--- src/rtl/dmon_pkg.sv ---
package dmon_pkg;
  localparam int unsigned CH_COUNT = 5;
  localparam int unsigned KINDS    = 4;

  localparam int unsigned CH_TEMP  = 0;
  localparam int unsigned CH_VCC   = 1;
  localparam int unsigned CH_BIAS  = 2;
  localparam int unsigned CH_TXPWR = 3;
  localparam int unsigned CH_RXPWR = 4;

  typedef enum logic [1:0] {
    K_HI_ALM = 2'd0,
    K_LO_ALM = 2'd1,
    K_HI_WRN = 2'd2,
    K_LO_WRN = 2'd3
  } lim_kind_e;

  // per-channel flag nibble positions
  localparam int unsigned F_HI_ALM = 3;
  localparam int unsigned F_LO_ALM = 2;
  localparam int unsigned F_HI_WRN = 1;
  localparam int unsigned F_LO_WRN = 0;
endpackage

--- src/rtl/dmon_lim_bank.sv ---
module dmon_lim_bank
  import dmon_pkg::*;
#(
  parameter int unsigned NCH = CH_COUNT,
  parameter int unsigned DW  = 16,
  parameter int unsigned AW  = 6
) (
  input  logic                    clk,
  input  logic                    rst,
  input  logic                    wr_en,
  input  logic [AW-1:0]           wr_addr,
  input  logic [7:0]              wr_byte,
  output logic [NCH*KINDS*DW-1:0] lim_flat
);
  localparam int unsigned BPV    = DW / 8;
  localparam int unsigned NVAL   = NCH * KINDS;
  localparam int unsigned NBYTES = NVAL * BPV;

  logic [7:0] mem [NBYTES];
  logic       addr_ok;

  assign addr_ok = (wr_addr < AW'(NBYTES));

  always_ff @(posedge clk) begin
    if (rst) begin
      for (int i = 0; i < NBYTES; i++) mem[i] <= '0;
    end else if (wr_en && addr_ok) begin
      mem[wr_addr] <= wr_byte;
    end
  end

  // most significant byte sits at the lower address
  for (genvar v = 0; v < NVAL; v++) begin : g_val
    for (genvar b = 0; b < BPV; b++) begin : g_byte
      assign lim_flat[v*DW + DW-1 - 8*b -: 8] = mem[v*BPV + b];
    end
  end

  p_stray_write_ignored_r2: assert property (@(posedge clk) disable iff (rst)
    (wr_en && !addr_ok) |=> $stable(lim_flat));
endmodule

--- src/rtl/dmon_chan_cmp.sv ---
module dmon_chan_cmp
  import dmon_pkg::*;
#(
  parameter int unsigned DW     = 16,
  parameter bit          SIGNED = 1'b0
) (
  input  logic          clk,
  input  logic          rst,
  input  logic          smp_valid,
  input  logic [DW-1:0] reading,
  input  logic [DW-1:0] hi_alm,
  input  logic [DW-1:0] lo_alm,
  input  logic [DW-1:0] hi_wrn,
  input  logic [DW-1:0] lo_wrn,
  output logic [3:0]    flags_q
);
  logic gt_ha, lt_la, gt_hw, lt_lw;

  if (SIGNED) begin : g_signed
    assign gt_ha = $signed(reading) > $signed(hi_alm);
    assign lt_la = $signed(reading) < $signed(lo_alm);
    assign gt_hw = $signed(reading) > $signed(hi_wrn);
    assign lt_lw = $signed(reading) < $signed(lo_wrn);

    // negative reading can never exceed a non-negative upper alarm
    p_neg_below_pos_r5: assert property (@(posedge clk) disable iff (rst)
      (smp_valid && reading[DW-1] && !hi_alm[DW-1]) |=> !flags_q[F_HI_ALM]);
  end else begin : g_unsigned
    assign gt_ha = reading > hi_alm;
    assign lt_la = reading < lo_alm;
    assign gt_hw = reading > hi_wrn;
    assign lt_lw = reading < lo_wrn;

    // top-bit reading beats any upper alarm without its top bit
    p_msb_above_r6: assert property (@(posedge clk) disable iff (rst)
      (smp_valid && reading[DW-1] && !hi_alm[DW-1]) |=> flags_q[F_HI_ALM]);
  end

  always_ff @(posedge clk) begin
    if (rst) begin
      flags_q <= '0;
    end else if (smp_valid) begin
      flags_q[F_HI_ALM] <= gt_ha;
      flags_q[F_LO_ALM] <= lt_la;
      flags_q[F_HI_WRN] <= gt_hw;
      flags_q[F_LO_WRN] <= lt_lw;
    end
  end

  p_hold_no_strobe_r10: assert property (@(posedge clk) disable iff (rst)
    !smp_valid |=> $stable(flags_q));
endmodule

--- src/rtl/dmon_flag_pack.sv ---
module dmon_flag_pack
  import dmon_pkg::*;
#(
  parameter int unsigned NCH = CH_COUNT
) (
  input  logic [NCH*4-1:0] ch_flags,
  output logic [7:0]       alm_b0,
  output logic [7:0]       alm_b1,
  output logic [7:0]       wrn_b0,
  output logic [7:0]       wrn_b1
);
  logic [15:0] alm16, wrn16;

  // channel c takes bit pair (15-2c, 14-2c) of the two-byte field
  always_comb begin
    alm16 = '0;
    wrn16 = '0;
    for (int c = 0; c < NCH; c++) begin
      alm16[15-2*c] = ch_flags[4*c + F_HI_ALM];
      alm16[14-2*c] = ch_flags[4*c + F_LO_ALM];
      wrn16[15-2*c] = ch_flags[4*c + F_HI_WRN];
      wrn16[14-2*c] = ch_flags[4*c + F_LO_WRN];
    end
  end

  assign alm_b0 = alm16[15:8];
  assign alm_b1 = alm16[7:0];
  assign wrn_b0 = wrn16[15:8];
  assign wrn_b1 = wrn16[7:0];
endmodule

--- src/rtl/dmon_flag_gen.sv ---
module dmon_flag_gen
  import dmon_pkg::*;
#(
  parameter int unsigned DW = 16,
  parameter int unsigned AW = 6
) (
  input  logic          clk,
  input  logic          rst,
  input  logic          lim_wr_en,
  input  logic [AW-1:0] lim_wr_addr,
  input  logic [7:0]    lim_wr_data,
  input  logic          smp_valid,
  input  logic [DW-1:0] smp_temp,
  input  logic [DW-1:0] smp_vcc,
  input  logic [DW-1:0] smp_bias,
  input  logic [DW-1:0] smp_txpwr,
  input  logic [DW-1:0] smp_rxpwr,
  output logic [7:0]    alarm_flags0,
  output logic [7:0]    alarm_flags1,
  output logic [7:0]    warn_flags0,
  output logic [7:0]    warn_flags1
);
  localparam int unsigned NCH = CH_COUNT;

  logic [NCH*KINDS*DW-1:0] lim_flat;
  logic [DW-1:0]           rd [NCH];
  logic [NCH*4-1:0]        ch_flags;

  assign rd[CH_TEMP]  = smp_temp;
  assign rd[CH_VCC]   = smp_vcc;
  assign rd[CH_BIAS]  = smp_bias;
  assign rd[CH_TXPWR] = smp_txpwr;
  assign rd[CH_RXPWR] = smp_rxpwr;

  dmon_lim_bank #(.NCH(NCH), .DW(DW), .AW(AW)) lim_bank_i (
    .clk      (clk),
    .rst      (rst),
    .wr_en    (lim_wr_en),
    .wr_addr  (lim_wr_addr),
    .wr_byte  (lim_wr_data),
    .lim_flat (lim_flat)
  );

  for (genvar c = 0; c < NCH; c++) begin : g_ch
    localparam int unsigned BASE = c * KINDS * DW;
    dmon_chan_cmp #(.DW(DW), .SIGNED(c == CH_TEMP)) cmp_i (
      .clk       (clk),
      .rst       (rst),
      .smp_valid (smp_valid),
      .reading   (rd[c]),
      .hi_alm    (lim_flat[BASE + int'(K_HI_ALM)*DW +: DW]),
      .lo_alm    (lim_flat[BASE + int'(K_LO_ALM)*DW +: DW]),
      .hi_wrn    (lim_flat[BASE + int'(K_HI_WRN)*DW +: DW]),
      .lo_wrn    (lim_flat[BASE + int'(K_LO_WRN)*DW +: DW]),
      .flags_q   (ch_flags[4*c +: 4])
    );
  end

  dmon_flag_pack #(.NCH(NCH)) pack_i (
    .ch_flags (ch_flags),
    .alm_b0   (alarm_flags0),
    .alm_b1   (alarm_flags1),
    .wrn_b0   (warn_flags0),
    .wrn_b1   (warn_flags1)
  );

  p_reset_clears_r1: assert property (@(posedge clk) disable iff (rst)
    $past(rst) |-> (alarm_flags0 == 8'h00 && alarm_flags1 == 8'h00 &&
                    warn_flags0 == 8'h00 && warn_flags1 == 8'h00));

  p_reserved_zero_r8: assert property (@(posedge clk) disable iff (rst)
    (alarm_flags1[5:0] == 6'd0) && (warn_flags1[5:0] == 6'd0));
endmodule

--- config.mk ---
export PLATFORM = sky130hd
export DESIGN_NAME = dmon_flag_gen
export DESIGN_NICKNAME = d
export VERILOG_FILES = /design/src/rtl/dmon_pkg.sv /design/src/rtl/dmon_lim_bank.sv /design/src/rtl/dmon_chan_cmp.sv /design/src/rtl/dmon_flag_pack.sv /design/src/rtl/dmon_flag_gen.sv
export SDC_FILE = /design/constraint.sdc
export NUM_CORES = 1
export LEC_CHECK = 0
export ABC_CLOCK_PERIOD_IN_PS = 2550
export BUFFER_PORTS_ARGS = -buffer_cell sky130_fd_sc_hd__buf_2
export CORE_MARGIN = 2
export CORE_UTILIZATION = 36
export DETAILED_ROUTE_END_ITERATION = 7
export HOLD_SLACK_MARGIN = 0.02
export PLACE_DENSITY = 0.57
export SLEW_MARGIN = 20
export SYNTH_ARGS = -nofsm -noshare
export SYNTH_HDL_FRONTEND = slang
export SYNTH_SLANG_ARGS = --single-unit
--- constraint.sdc ---
create_clock -name clk -period 2.55 [get_ports clk]
set_input_delay 0.3825 -clock clk [delete_from_list [all_inputs] [get_ports clk]]
set_output_delay 0.3825 -clock clk [all_outputs]
set_load 0.01 [all_outputs]
# ---- After elaboration in Yosys (flattened, before gate mapping)
# Memory sizes are Yosys's and may differ from the RTL's.
# Cells that the tools add are included.
dict set report word_totals {
  ramBits 320
  regBits 20
  n_memories 1
  output_inout_bits 32
}
dict set report op_classes {
  mux 8
  reduce_logical 2
  n_lt_le_gt_ge 21
}
# memory depth width rd rd_ports_with_merged_regs write_ports line
set mem_list {}
lappend mem_list {lim_bank_i.mem 40 8 40 0 40 dmon_lim_bank.sv:19} ;# logic [7:0] mem [NBYTES];
# operator count
set ops {}
lappend ops {{greater-than comparator 16 bit} 10}
lappend ops {{less-than comparator 16 bit} 10}
lappend ops {{2-to-1 mux 8 bit} 1}
lappend ops {{OR reduction 8 bit} 1}
lappend ops {{less-than comparator 6 bit (second input constant)} 1}
lappend ops {{2-to-1 mux 1 bit} 6}
lappend ops {{2-to-1 mux 6 bit} 1}
lappend ops {{logical AND 1 bit} 1}

# ---- Logic depth before layout (Yosys ltp)
dict set report depth {
  depth_word 7
  mapped_depth 8
  mapped_depth_nobuf 8
}

# ---- Hierarchy
# Synthesis repeated with hierarchy kept, for this count alone.
dict set report unflattened {
  cells_unflattened 2035
  area_unflattened_um2 20875.0
}
# mod seq_area_each_um2 instances cells_each area_each_um2
set by_module_without_submodules {}
lappend by_module_without_submodules {dmon_lim_bank 9609.2 1 832 12124.1}
lappend by_module_without_submodules {{dmon_chan_cmp at g_ch[1].cmp_i ...} 80.1 3 238 1694.1}
lappend by_module_without_submodules {{dmon_chan_cmp at g_ch[2].cmp_i} 80.1 1 228 1719.1}
lappend by_module_without_submodules {{dmon_chan_cmp at g_ch[0].cmp_i} 80.1 1 228 1705.4}
lappend by_module_without_submodules {dmon_flag_pack 0.0 1 33 244.0}

# ---- Least setup slack after synthesis
# OpenSTA, ideal clock, no wires.
dict set report synth_path {
  kind {input -> register}
  from {in smp_temp[11]}
  to {reg g_ch[0].cmp_i.flags_q[0]}
  setup_slack_ns 0.753
  cell_stages 7
  path_buffers 0
  setup_ns 0.091
  t_required_ns 2.459
  t_arrival_ns 1.707
  cell_sequence {ha_1 > a21oi_2 > o21ai_2 > a2111oi_4 > o31a_1 > o311ai_1 > a311oi_1}
}
dict set report synth_via {
  elab_chain_len 1
}
# element line
set synth_rtl {}
lappend synth_rtl {{start, declared} dmon_flag_gen.sv:13} ;# input logic [DW-1:0] smp_temp,
lappend synth_rtl {{less-than comparator 16 bit} dmon_chan_cmp.sv:23} ;# assign lt_lw = $signed(reading) < $signed(lo_wrn);
lappend synth_rtl {{end signal, assigned by index} dmon_chan_cmp.sv:43} ;# flags_q[F_HI_ALM] <= gt_ha;
lappend synth_rtl {{end signal, assigned by index} dmon_chan_cmp.sv:44} ;# flags_q[F_LO_ALM] <= lt_la;
lappend synth_rtl {{end signal, assigned by index} dmon_chan_cmp.sv:45} ;# flags_q[F_HI_WRN] <= gt_hw;
lappend synth_rtl {{end, declared} dmon_chan_cmp.sv:15} ;# output logic [3:0] flags_q
# No other way between the ends.
# A chain may end at the register's enable or synchronous reset.

==> metrics.md <==
| Metric | Value |
|---|---|
| Synth unique cells | 57 |
| LEAKAGE | about 11 nW |
| Power density over the cells | 589 mW/mm2 |
| TritonCTS clock tree | done |
| # rows | 88 |
| Clk Latency, worst-skew pair | 0.56 ns |
| Root buffer cell | clkbuf_16 |
| Die area | a little under 0.06 mm2 |
| Share of cells above drive strength 1 | 13.4% |
| PortBufs | approximately 120 |
| Worst Max-Slew Pin Slew | approximately 1.1 ns |
| Place WS | 0.0690 ns |
| Pin count of the biggest net entering global routing | 41 |
| Drt drc | 0 |
| Max stage delay cell, worst path | a2111oi_0 |
| Core footprint | 0.0574 mm2 |
| CP most frequent cell | a21o_1 |
| Global-route wire length before repair | around 83000 um |
| Max Transition Viols Final | 0 |
| Cell taking the most area after synthesis | edfxtp_1 |
| Synth top cells by count | 324 x and2_1, 320 x edfxtp_1, 310 x ha_1 |
| Critical Path AT | 2.87 ns |
| Gr ovfl total | 0 |
| GPL Wtd Cong | roughly 0.81 |
| Worst setup EP type | flop |
| Status | completed |
| Post-synth ARST share | 0% |
| Dpl hpwl | 39200 um |
| Cell with the most instances after synthesis | and2_1 |
| Top_reg_cell synth | edfxtp_1 |
| Clock buffer count from CTS | 40 |
| Fin nets | 2480 |
| Hold Path Class | input port to flop |
| Req. time, crit path | 3.05 ns |
| Period utilisation layout | ~90% |
| F_max | 0.423 GHz |
| Cells after Synth | 1900 |
| Total chip power | 0.0141 W |
| Slew headroom | a little over a quarter |
| Area of the multi-input gates | approximately 0.0094 mm2 |
| Largest cells by area after synthesis | edfxtp_1 46%, ha_1 19%, and2_1 9.8% |
| Post-synth EDFFs | 320 |
| Post-CTS Resized | 0 |
| H-tree levels | 2 |
| Register area | 0.0100 mm2 |
| Ys Warns | 0 |
| Fin crit period | 2.36 ns |
| DRT Pass-1 Iters | 5 |
| DR vias/cell | 4.87 |
| Antenna Nets Post-Route | 0 |
| Setup Viol. Count Final | 0 |
| Post-route setup slack | ~0.19 ns |
| WL/cell | 18.9 um |
| Worst-path cell chain | inv_1, ha_1, a21o_1, a21o_1, a21oi_1, nor2_1, a2111oi_0, a22o_1 |
| Hold-fix buffers, CTS | 0 |
| Clock Sinks | 340 |
| DR iter-0 viols | approximately 650 |
| Ports | 130 |
| Final Hold Fails | 0 |
| Fin Hold WS | 0.191 ns |
| Kind of critical path | flop to flop |
| CP Launch Type | flop |
| Initial Utilization | 36.2% |
| Synth Register Bits | 340 |
| Post-CTS Setup Inserts | 0 |
| Fin Setup TNS | 0 ns |
| Placed cell area | 0.0226 mm2 |
| Largest fanout on the critical path | 2 |
| Post-synthesis sequential area ratio | 48.2% |
| Initial antenna violation count | 9 |
| Maxcap violations | 0 |
| Vias in the first global route | 14365 |
| Post-Syn Area | a little over 0.02 mm2 |
| Vias post-DR | 13990 |
| Max rail drop VDD | 417 uV |
| Synthesis-to-layout area growth | 15.3% |
| Clk slew on worst S/H paths | 0.06 ns |
| Synth top area share | between 40% and 50% |
| RSZ-0062 raised after global routing | no |
| Critical path's largest stage delay | 0.85 ns |
| Die extent in x | approximately 240 um |
| Routed WL | between 50000 and 60000 um |
| Total track usage | between 15 and 20% |
| Max Clock Skew | 0.0169 ns |
| Synth Area per Inst | about 11 um2 |
| Die height | 244 um |
| CTS Buffer Depth | 3 |
| Fill count | 5463 |
| Fin area | approximately 0.024 mm2 |
## area by class of cell
class	instances	area share [%]
antenna	5	0.0523
clock buffer	54	4.61
inverter	308	4.83
clock inverter	19	0.983
sequential	340	41.8
multi-input combinational	1211	39.2
tap	765	4.00
timing repair buffer	171	4.51
## path summary, 6_finish.rpt
path | from | to | cells past startpoint | slack (ns)
max | lim_bank_i.mem[34][1]$_SDFFCE_PN0P_ | g_ch[4].cmp_i.flags_q[2]$_SDFFE_PP0P_ | 8 | 0.19
max reg2reg | lim_bank_i.mem[34][1]$_SDFFCE_PN0P_ | g_ch[4].cmp_i.flags_q[2]$_SDFFE_PP0P_ | 8 | 0.19
min | smp_valid | g_ch[0].cmp_i.flags_q[3]$_SDFFE_PP0P_ | 2 | 0.19
min reg2reg | g_ch[2].cmp_i.flags_q[3]$_SDFFE_PP0P_ | g_ch[2].cmp_i.flags_q[3]$_SDFFE_PP0P_ | 1 | 0.48
## metrics by stage
stage | utilization (%) | std cells
6_report | 41.7 | 2873
5_1_grt | 41.7 | 2870
4_1_cts | 41.7 | 2868
3_5_place_dp | 39.4 | 2795
3_3_place_gp | 39.4 | 2795
2_1_floorplan | - | 1911
## power breakdown
group / switching, W / internal [W]
clock: 0.00229 / 0.00355
sequential: 0.000100 / 0.00639
combinational: 0.00107 / 0.000693
## sequential cells by signal, indices dropped and copies added (netlist names)
name                cells
g_ch.cmp_i.flags_q     20
lim_bank_i.mem        320
## metal layers
layer  vias up  track usage, %  share of wire [%]
li1       6901               -                  -
met1      6727            24.3                 46
met2       269            30.9                 47
met3        89            2.52                4.2
met4         4            6.69                3.0
met5         -               0              0.041
## cell families after synthesis
group                      Yosys count  synth area share [%]
DFF                                340                  48.2
buffers and inverters              360                  6.78
other                                1                0.0181
adders and majority gates          310                  18.7
and+or+nand+nor                    608                  17.1
AOI/OAI and AO/OA                  281                  9.19
## worst max-delay path, delay by kind of cell (launching register included)
| family | cells | cell delay, ns |
|---|---|---|
| AO/OA/AOI/OAI | 5 | 1.59 |
| flip-flops | 1 | 0.36 |
| adder cells (fa/ha/maj) | 1 | 0.23 |
| buffers and inverters | 1 | 0.07 |
| AND/OR/NAND/NOR | 1 | 0.05 |
## cells in the final DEF (no fill, tap or decap), types with 6 or more instances in the layout
cell type	count
nand3_1	10
dfxtp_1	20
o21ai_0	41
a2111oi_0	6
buf_4	47
nand2_1	26
nor2b_1	16
a221o_1	11
clkbuf_1	9
o21a_1	13
a21o_1	88
or2_1	8
buf_2	117
nand4_1	54
a21oi_1	71
nand2b_1	18
edfxtp_1	320
inv_1	308
and2_1	324
conb_1	12
ha_1	310
buf_12	7
nor2_1	81
or2_2	41
clkbuf_16	40
o31ai_1	10
(Power assumes the default switching activity.)
